===== src/rtl/flux_torque_est.sv =====
module flux_torque_est #(
  parameter int W        = 16,
  parameter int FR       = 8,
  parameter int DT_SHIFT = 4,
  parameter int LEAK_SH  = 10
) (
  input  logic                clk,
  input  logic                rst_n,
  input  logic                sample_stb,
  input  logic signed [W-1:0] ph_a,
  input  logic signed [W-1:0] ph_b,
  input  logic signed [W-1:0] ph_c,
  input  logic [2:0]          sw_state,
  input  logic signed [W-1:0] vdc,
  input  logic signed [W-1:0] r_stator,
  input  logic [W-2:0]        psi_limit,
  output logic signed [W-1:0] psi_alpha,
  output logic signed [W-1:0] psi_beta,
  output logic signed [W-1:0] torque,
  output logic                est_valid
);

  localparam int FRAC = W - 2;
  localparam int AW   = W + FR;
  localparam int SWD  = AW + 2;
  localparam int EW   = W + 2;
  localparam int PW   = 2 * W + 8;

  function automatic longint isqrt(input longint v);
    longint r;
    longint t;
    r = 0;
    for (int b = 30; b >= 0; b--) begin
      t = r | (longint'(1) << b);
      if (t * t <= v) r = t;
    end
    return r;
  endfunction

  localparam longint K_ISQ3  = isqrt((longint'(1) << (2 * FRAC)) / 3);
  localparam longint K_THIRD = ((longint'(1) << FRAC) + 1) / 3;
  localparam logic signed [PW-1:0] C_ISQ3  = PW'(K_ISQ3);
  localparam logic signed [PW-1:0] C_THIRD = PW'(K_THIRD);
  localparam logic signed [PW-1:0] MAXV    = PW'((longint'(1) << (W - 1)) - 1);
  localparam logic signed [PW-1:0] MINV    = -MAXV - PW'(1);

  function automatic logic signed [W-1:0] sat_w(input logic signed [PW-1:0] v);
    if (v > MAXV)      return W'(MAXV);
    else if (v < MINV) return W'(MINV);
    else               return W'(v);
  endfunction

  function automatic logic signed [AW-1:0] acc_step(
    input logic signed [AW-1:0]  acc,
    input logic signed [EW-1:0]  emf,
    input logic signed [SWD-1:0] lim
  );
    logic signed [SWD-1:0] a;
    logic signed [SWD-1:0] n;
    a = SWD'(acc);
    n = a - (a >>> LEAK_SH) + (SWD'(emf) <<< (FR - DT_SHIFT));
    if (n > lim)       n = lim;
    else if (n < -lim) n = -lim;
    return AW'(n);
  endfunction

  // stage 1: frame conversion and voltage reconstruction
  logic signed [3:0]    sab, sbc;
  logic signed [PW-1:0] p_ibe, p_ual, p_ube;

  assign sab   = $signed({2'b00, sw_state[0], 1'b0}) - $signed({3'b000, sw_state[1]})
               - $signed({3'b000, sw_state[2]});
  assign sbc   = $signed({3'b000, sw_state[1]}) - $signed({3'b000, sw_state[2]});
  assign p_ibe = (PW'(ph_b) - PW'(ph_c)) * C_ISQ3;
  assign p_ual = PW'(vdc) * PW'(sab) * C_THIRD;
  assign p_ube = PW'(vdc) * PW'(sbc) * C_ISQ3;

  logic signed [W-1:0]  ial1, ibe1;
  logic signed [EW-1:0] ual1, ube1;
  logic                 v1;

  always_ff @(posedge clk or negedge rst_n) begin
    if (!rst_n) begin
      ial1 <= '0;
      ibe1 <= '0;
      ual1 <= '0;
      ube1 <= '0;
      v1   <= 1'b0;
    end else begin
      v1 <= sample_stb;
      if (sample_stb) begin
        ial1 <= ph_a;
        ibe1 <= sat_w(p_ibe >>> FRAC);
        ual1 <= EW'(p_ual >>> FRAC);
        ube1 <= EW'(p_ube >>> FRAC);
      end
    end
  end

  // stage 2: back-EMF and guarded integration
  logic signed [EW-1:0]  ea, eb;
  logic signed [SWD-1:0] lim_q;

  assign ea    = ual1 - EW'((PW'(r_stator) * PW'(ial1)) >>> FRAC);
  assign eb    = ube1 - EW'((PW'(r_stator) * PW'(ibe1)) >>> FRAC);
  assign lim_q = $signed({3'b000, psi_limit, {FR{1'b0}}});

  logic signed [AW-1:0] acc_a, acc_b;
  logic signed [W-1:0]  ial2, ibe2;
  logic                 v2;

  always_ff @(posedge clk or negedge rst_n) begin
    if (!rst_n) begin
      acc_a <= '0;
      acc_b <= '0;
      ial2  <= '0;
      ibe2  <= '0;
      v2    <= 1'b0;
    end else begin
      v2 <= v1;
      if (v1) begin
        acc_a <= acc_step(acc_a, ea, lim_q);
        acc_b <= acc_step(acc_b, eb, lim_q);
        ial2  <= ial1;
        ibe2  <= ibe1;
      end
    end
  end

  // stage 3: torque and output registers
  logic signed [W-1:0]  pa_n, pb_n;
  logic signed [PW-1:0] tq_w;

  assign pa_n = W'(acc_a >>> FR);
  assign pb_n = W'(acc_b >>> FR);
  assign tq_w = (PW'(pa_n) * PW'(ibe2) - PW'(pb_n) * PW'(ial2)) >>> FRAC;

  always_ff @(posedge clk or negedge rst_n) begin
    if (!rst_n) begin
      psi_alpha <= '0;
      psi_beta  <= '0;
      torque    <= '0;
      est_valid <= 1'b0;
    end else begin
      est_valid <= v2;
      if (v2) begin
        psi_alpha <= pa_n;
        psi_beta  <= pb_n;
        torque    <= sat_w(tq_w);
      end
    end
  end

  p_valid_after_stb_r6: assert property (@(posedge clk) disable iff (!rst_n)
    est_valid |-> $past(sample_stb, 3));

  p_hold_idle_r9: assert property (@(posedge clk) disable iff (!rst_n)
    !est_valid |-> ($stable(psi_alpha) && $stable(psi_beta) && $stable(torque)));

  p_psi_alpha_bound_r8: assert property (@(posedge clk) disable iff (!rst_n)
    est_valid |-> (psi_alpha <= $signed({1'b0, $past(psi_limit, 2)}) &&
                   psi_alpha >= -$signed({1'b0, $past(psi_limit, 2)})));

  p_psi_beta_bound_r8: assert property (@(posedge clk) disable iff (!rst_n)
    est_valid |-> (psi_beta <= $signed({1'b0, $past(psi_limit, 2)}) &&
                   psi_beta >= -$signed({1'b0, $past(psi_limit, 2)})));

endmodule


===== config.mk =====
export PLATFORM = sky130hd
export DESIGN_NAME = flux_torque_est
export DESIGN_NICKNAME = d
export VERILOG_FILES = /design/src/rtl/flux_torque_est.sv
export SDC_FILE = /design/constraint.sdc
export NUM_CORES = 2
export LEC_CHECK = 0
export BUFFER_PORTS_ARGS = -buffer_cell sky130_fd_sc_hd__buf_2
export CORE_MARGIN = 4
export CORE_UTILIZATION = 60
export CTS_CLUSTER_SIZE = 25
export DETAILED_ROUTE_END_ITERATION = 8
export HOLD_SLACK_MARGIN = 0.12
export PLACE_DENSITY = 0.87
export RECOVER_POWER = 25
export SYNTH_ARGS = -nofsm -noshare
export SYNTH_HDL_FRONTEND = slang
export SYNTH_SLANG_ARGS = --single-unit

===== constraint.sdc =====
create_clock -name clk -period 10.6 [get_ports clk]
set_clock_uncertainty 0.05 [all_clocks]
set_input_delay 1.06 -clock clk [delete_from_list [all_inputs] [get_ports clk]]
set_output_delay 1.06 -clock clk [all_outputs]
set_load 0.1 [all_outputs]

==> impl_metrics.py <==
metrics = {
    "outcome": {
        "status": "finished, violations left",
        "failed_checks": "max-capacitance violations, max-slew violations, negative setup slack",
    },
    "layout": {
        "drive_gt1_share_pct": 15.78,
        "syn_to_final_growth_pct": 13.71,
        "instances_no_fill": 9605,
        "finalNetCount": 10522,
    },
    "cts": {
        "clk-insertion-delay-late_ps": 550,
        "cts_inserted_buffers": 17,
        "ctsHtreeMaxLevel": 4,
        "cts.sinks": 199,
        "cts_tree": "done",
        "cts_root_buf": "clkbuf_16",
        "clkTransAtPathRegs_ps": 90,
        "clk_path_buf_depth": 2,
    },
    "synthesis": {
        "avgSynthCellArea_um2": 9.455,
        "synth_edf_count": 0,
        "yosysWarnings": 0,
        "ys_types": 92,
        "post_synth_instance_area_um2": 70690,
        "synthArstFlopShare_pct": 100.0,
        "yosysSeqAreaShare_pct": 7.045,
        "synth_flop_cell": "dfrtp_1",
        "ys_seq_elements": 199,
        "syn_inst": 7476,
        "synth_nets": 9933,
    },
    "placed_design": {
        "hpwl_mm": 162.9,
        "port_buffers": 149,
        "placed_cells": 9498,
        "gp_congestion": 0.9499,
    },
    "critical_path": {
        "start_kind": "input port",
        "arrival_ps": 12320,
        "cp_max_fo": 7,
        "critPathRequiredTime_ps": 10990,
        "slowest_delay_ps": 560,
        "cpMostUsedCell": "fa_1",
        "worstSetupPathType": "input port to flip-flop",
        "end_kind": "flip-flop",
        "crit_slowest_cell": "fa_1",
    },
    "run": {
        "drv_cap": 3,
    },
    "routing": {
        "num_vias": 55773,
        "vias_per_cell": 5.807,
        "postRouteAntennaNets": 0,
        "remaining_drc_errors": 0,
        "wl_mm": 199.6,
        "wl_per_cell_um": 20.78,
        "drtIter0Drc": 4736,
        "detail_route.first_pass.iterations": 7,
    },
    "floorplan": {
        "row_count": 125,
        "dieArea_um2": 123400,
        "die_w_um": 351.2,
        "die_y_um": 351.2,
        "initial_core_util_pct": 60.67,
        "core_area_um2": 116500,
        "num_io_pins": 150,
    },
    "timing": {
        "whs_ps": 458.8,
        "slew_headroom_pct": -292.7,
        "tightest_slew_ps": 5890,
        "slew_violations": 156,
        "rsz0062_at_grt": "true",
        "clock.fmax_mhz": 83.80,
        "finalWorstSetupSlack_ps": -1334,
        "finalCriticalPeriod_ps": 11930,
        "fin_crit_sh_pct": 112.6,
        "finalHoldViolCount": 0,
        "setup_viol": 48,
    },
    "global_routing": {
        "grt_pass1_vias": 62392,
        "grt_pass1_wl_mm": 319.8,
        "grt.total_usage_pct": 32.93,
        "grt_start_max_net_pins": 90,
        "antenna_found_initial": 14,
        "overflow": 0,
    },
    "min_path": {
        "min_path_type": "flip-flop to flip-flop",
    },
}
## layout make-up
cell class | instances | area, um2
repair buffers | 814 | 6206
clock buffers | 18 | 439.2
flip-flops and latches | 199 | 4987
diodes | 3 | 7.507
inverters | 1792 | 6726
well taps | 1524 | 1907
multi-input cells | 5241 | 59890
clock inverters | 14 | 207.7
fillers | 7739 | 36140
## sequential cells by signal (all words and copies together), names as in the netlist, 16 cells and up
name and flops:
psi_alpha 16, ibe2 16, acc_a 24, torque 16
psi_beta 16, ial1 16, ube1 18, ual1 18
acc_b 24, ibe1 16, ial2 16
## worst max-delay path, delay by kind of cell
family | cells | cell delay (ps)
adder cells (fa/ha/maj) | 11 | 4570
AO/OA/AOI/OAI | 20 | 4340
XOR/XNOR | 3 | 570
multiplexers | 1 | 190
buffers and inverters | 7 | 660
AND/OR/NAND/NOR | 7 | 900
## cells in the final DEF, fill, tap and decap left out, drive strengths merged, types with 22 or more instances in the layout
cell type  count
inv         1794
fa          1473
ha           883
buf          802
nand2        693
and2         459
nor2         221
dfrtp        199
a21oi        180
xnor2        176
o21ai        119
mux2         108
xor2          95
nor2b         89
nand2b        66
a21o          63
nor3          60
nand3         60
o21a          35
clkbuf        30
a211oi        28
a221o         27
o211ai        26
nand4         25
and3          25
mux2i         25
or2           25
o21bai        24
a31oi         23
or3           22
## through the flow
| step | cell area, um2 | setup WS, ps | util (%) | setup TNS (ps) |
|---|---|---|---|---|
| after floorplan | 71340 | -852.8 | - | -32390 |
| after global placement | 77520 | -1633 | 66.53 | -72880 |
| after detailed placement | 77520 | -1891 | 66.53 | -86930 |
| after CTS | 79090 | -1159 | 67.88 | -44980 |
| after global routing | 80370 | -1651 | 68.98 | -68500 |
| final | 80370 | -1334 | 68.98 | -51850 |
## synthesized netlist by cell type (60+ instances only)
cell	number	area (um2)
and2_1	459	2872
nor3_1	60	300.3
xor2_1	95	832.1
nand2_1	693	2601
a21o_1	63	473.0
dfrtp_1	199	4980
o21ai_0	88	440.4
fa_1	1473	29490
nand3_1	60	300.3
inv_1	1788	6711
ha_1	883	11050
nor2b_1	89	556.8
xnor2_1	175	1533
a21oi_1	180	900.9
nor2_1	219	822.0
mux2_2	108	1216
nand2b_1	66	412.9
clkbuf_1	224	840.8
## routing by layer
layer  track usage [%]  part of all wire [%]
met1             39.29                    36
met2             55.55                    48
met3             8.133                   9.6
met4             17.01                   6.2
met5                 0                 0.023
## kinds of logic after synthesis
| group | Yosys count | synth area share, % |
|---|---|---|
| DFF | 199 | 7.045 |
| muxes | 133 | 2.075 |
| AOI/OAI and AO/OA | 694 | 6.813 |
| xor gates and xnor gates | 273 | 3.448 |
| and+or+nand+nor | 1784 | 12.43 |
| buffers and inverters | 2037 | 10.84 |
| adders and majority gates | 2356 | 57.35 |
## path summary, 6_finish.rpt
check                             from  endpoint  slack [ps]  cells past startpoint
max in group asynchronous        rst_n  acc_b[8]        3950                      3
min reg2reg                   acc_b[8]  acc_b[8]         460                      1
max reg2reg                    ibe1[6]  acc_b[9]       -1320                     48
min in group asynchronous        rst_n   ial1[2]        2650                      1
max                        r_stator[7]  acc_b[9]       -1330                     49
min                           acc_b[8]  acc_b[8]         460                      1
## what timing repair did
action / CTS / global route
resized for setup: 140 / 191
pin swaps: 138 / 182
cloned: 5 / 3
endpoints found under the setup margin: 48 / 56
buffers inserted: 32 / 36
hold buffers: 0 / 0
Power is not shown: default switching activity piles up to over one toggle a cycle in this logic, so the estimate is an artifact.
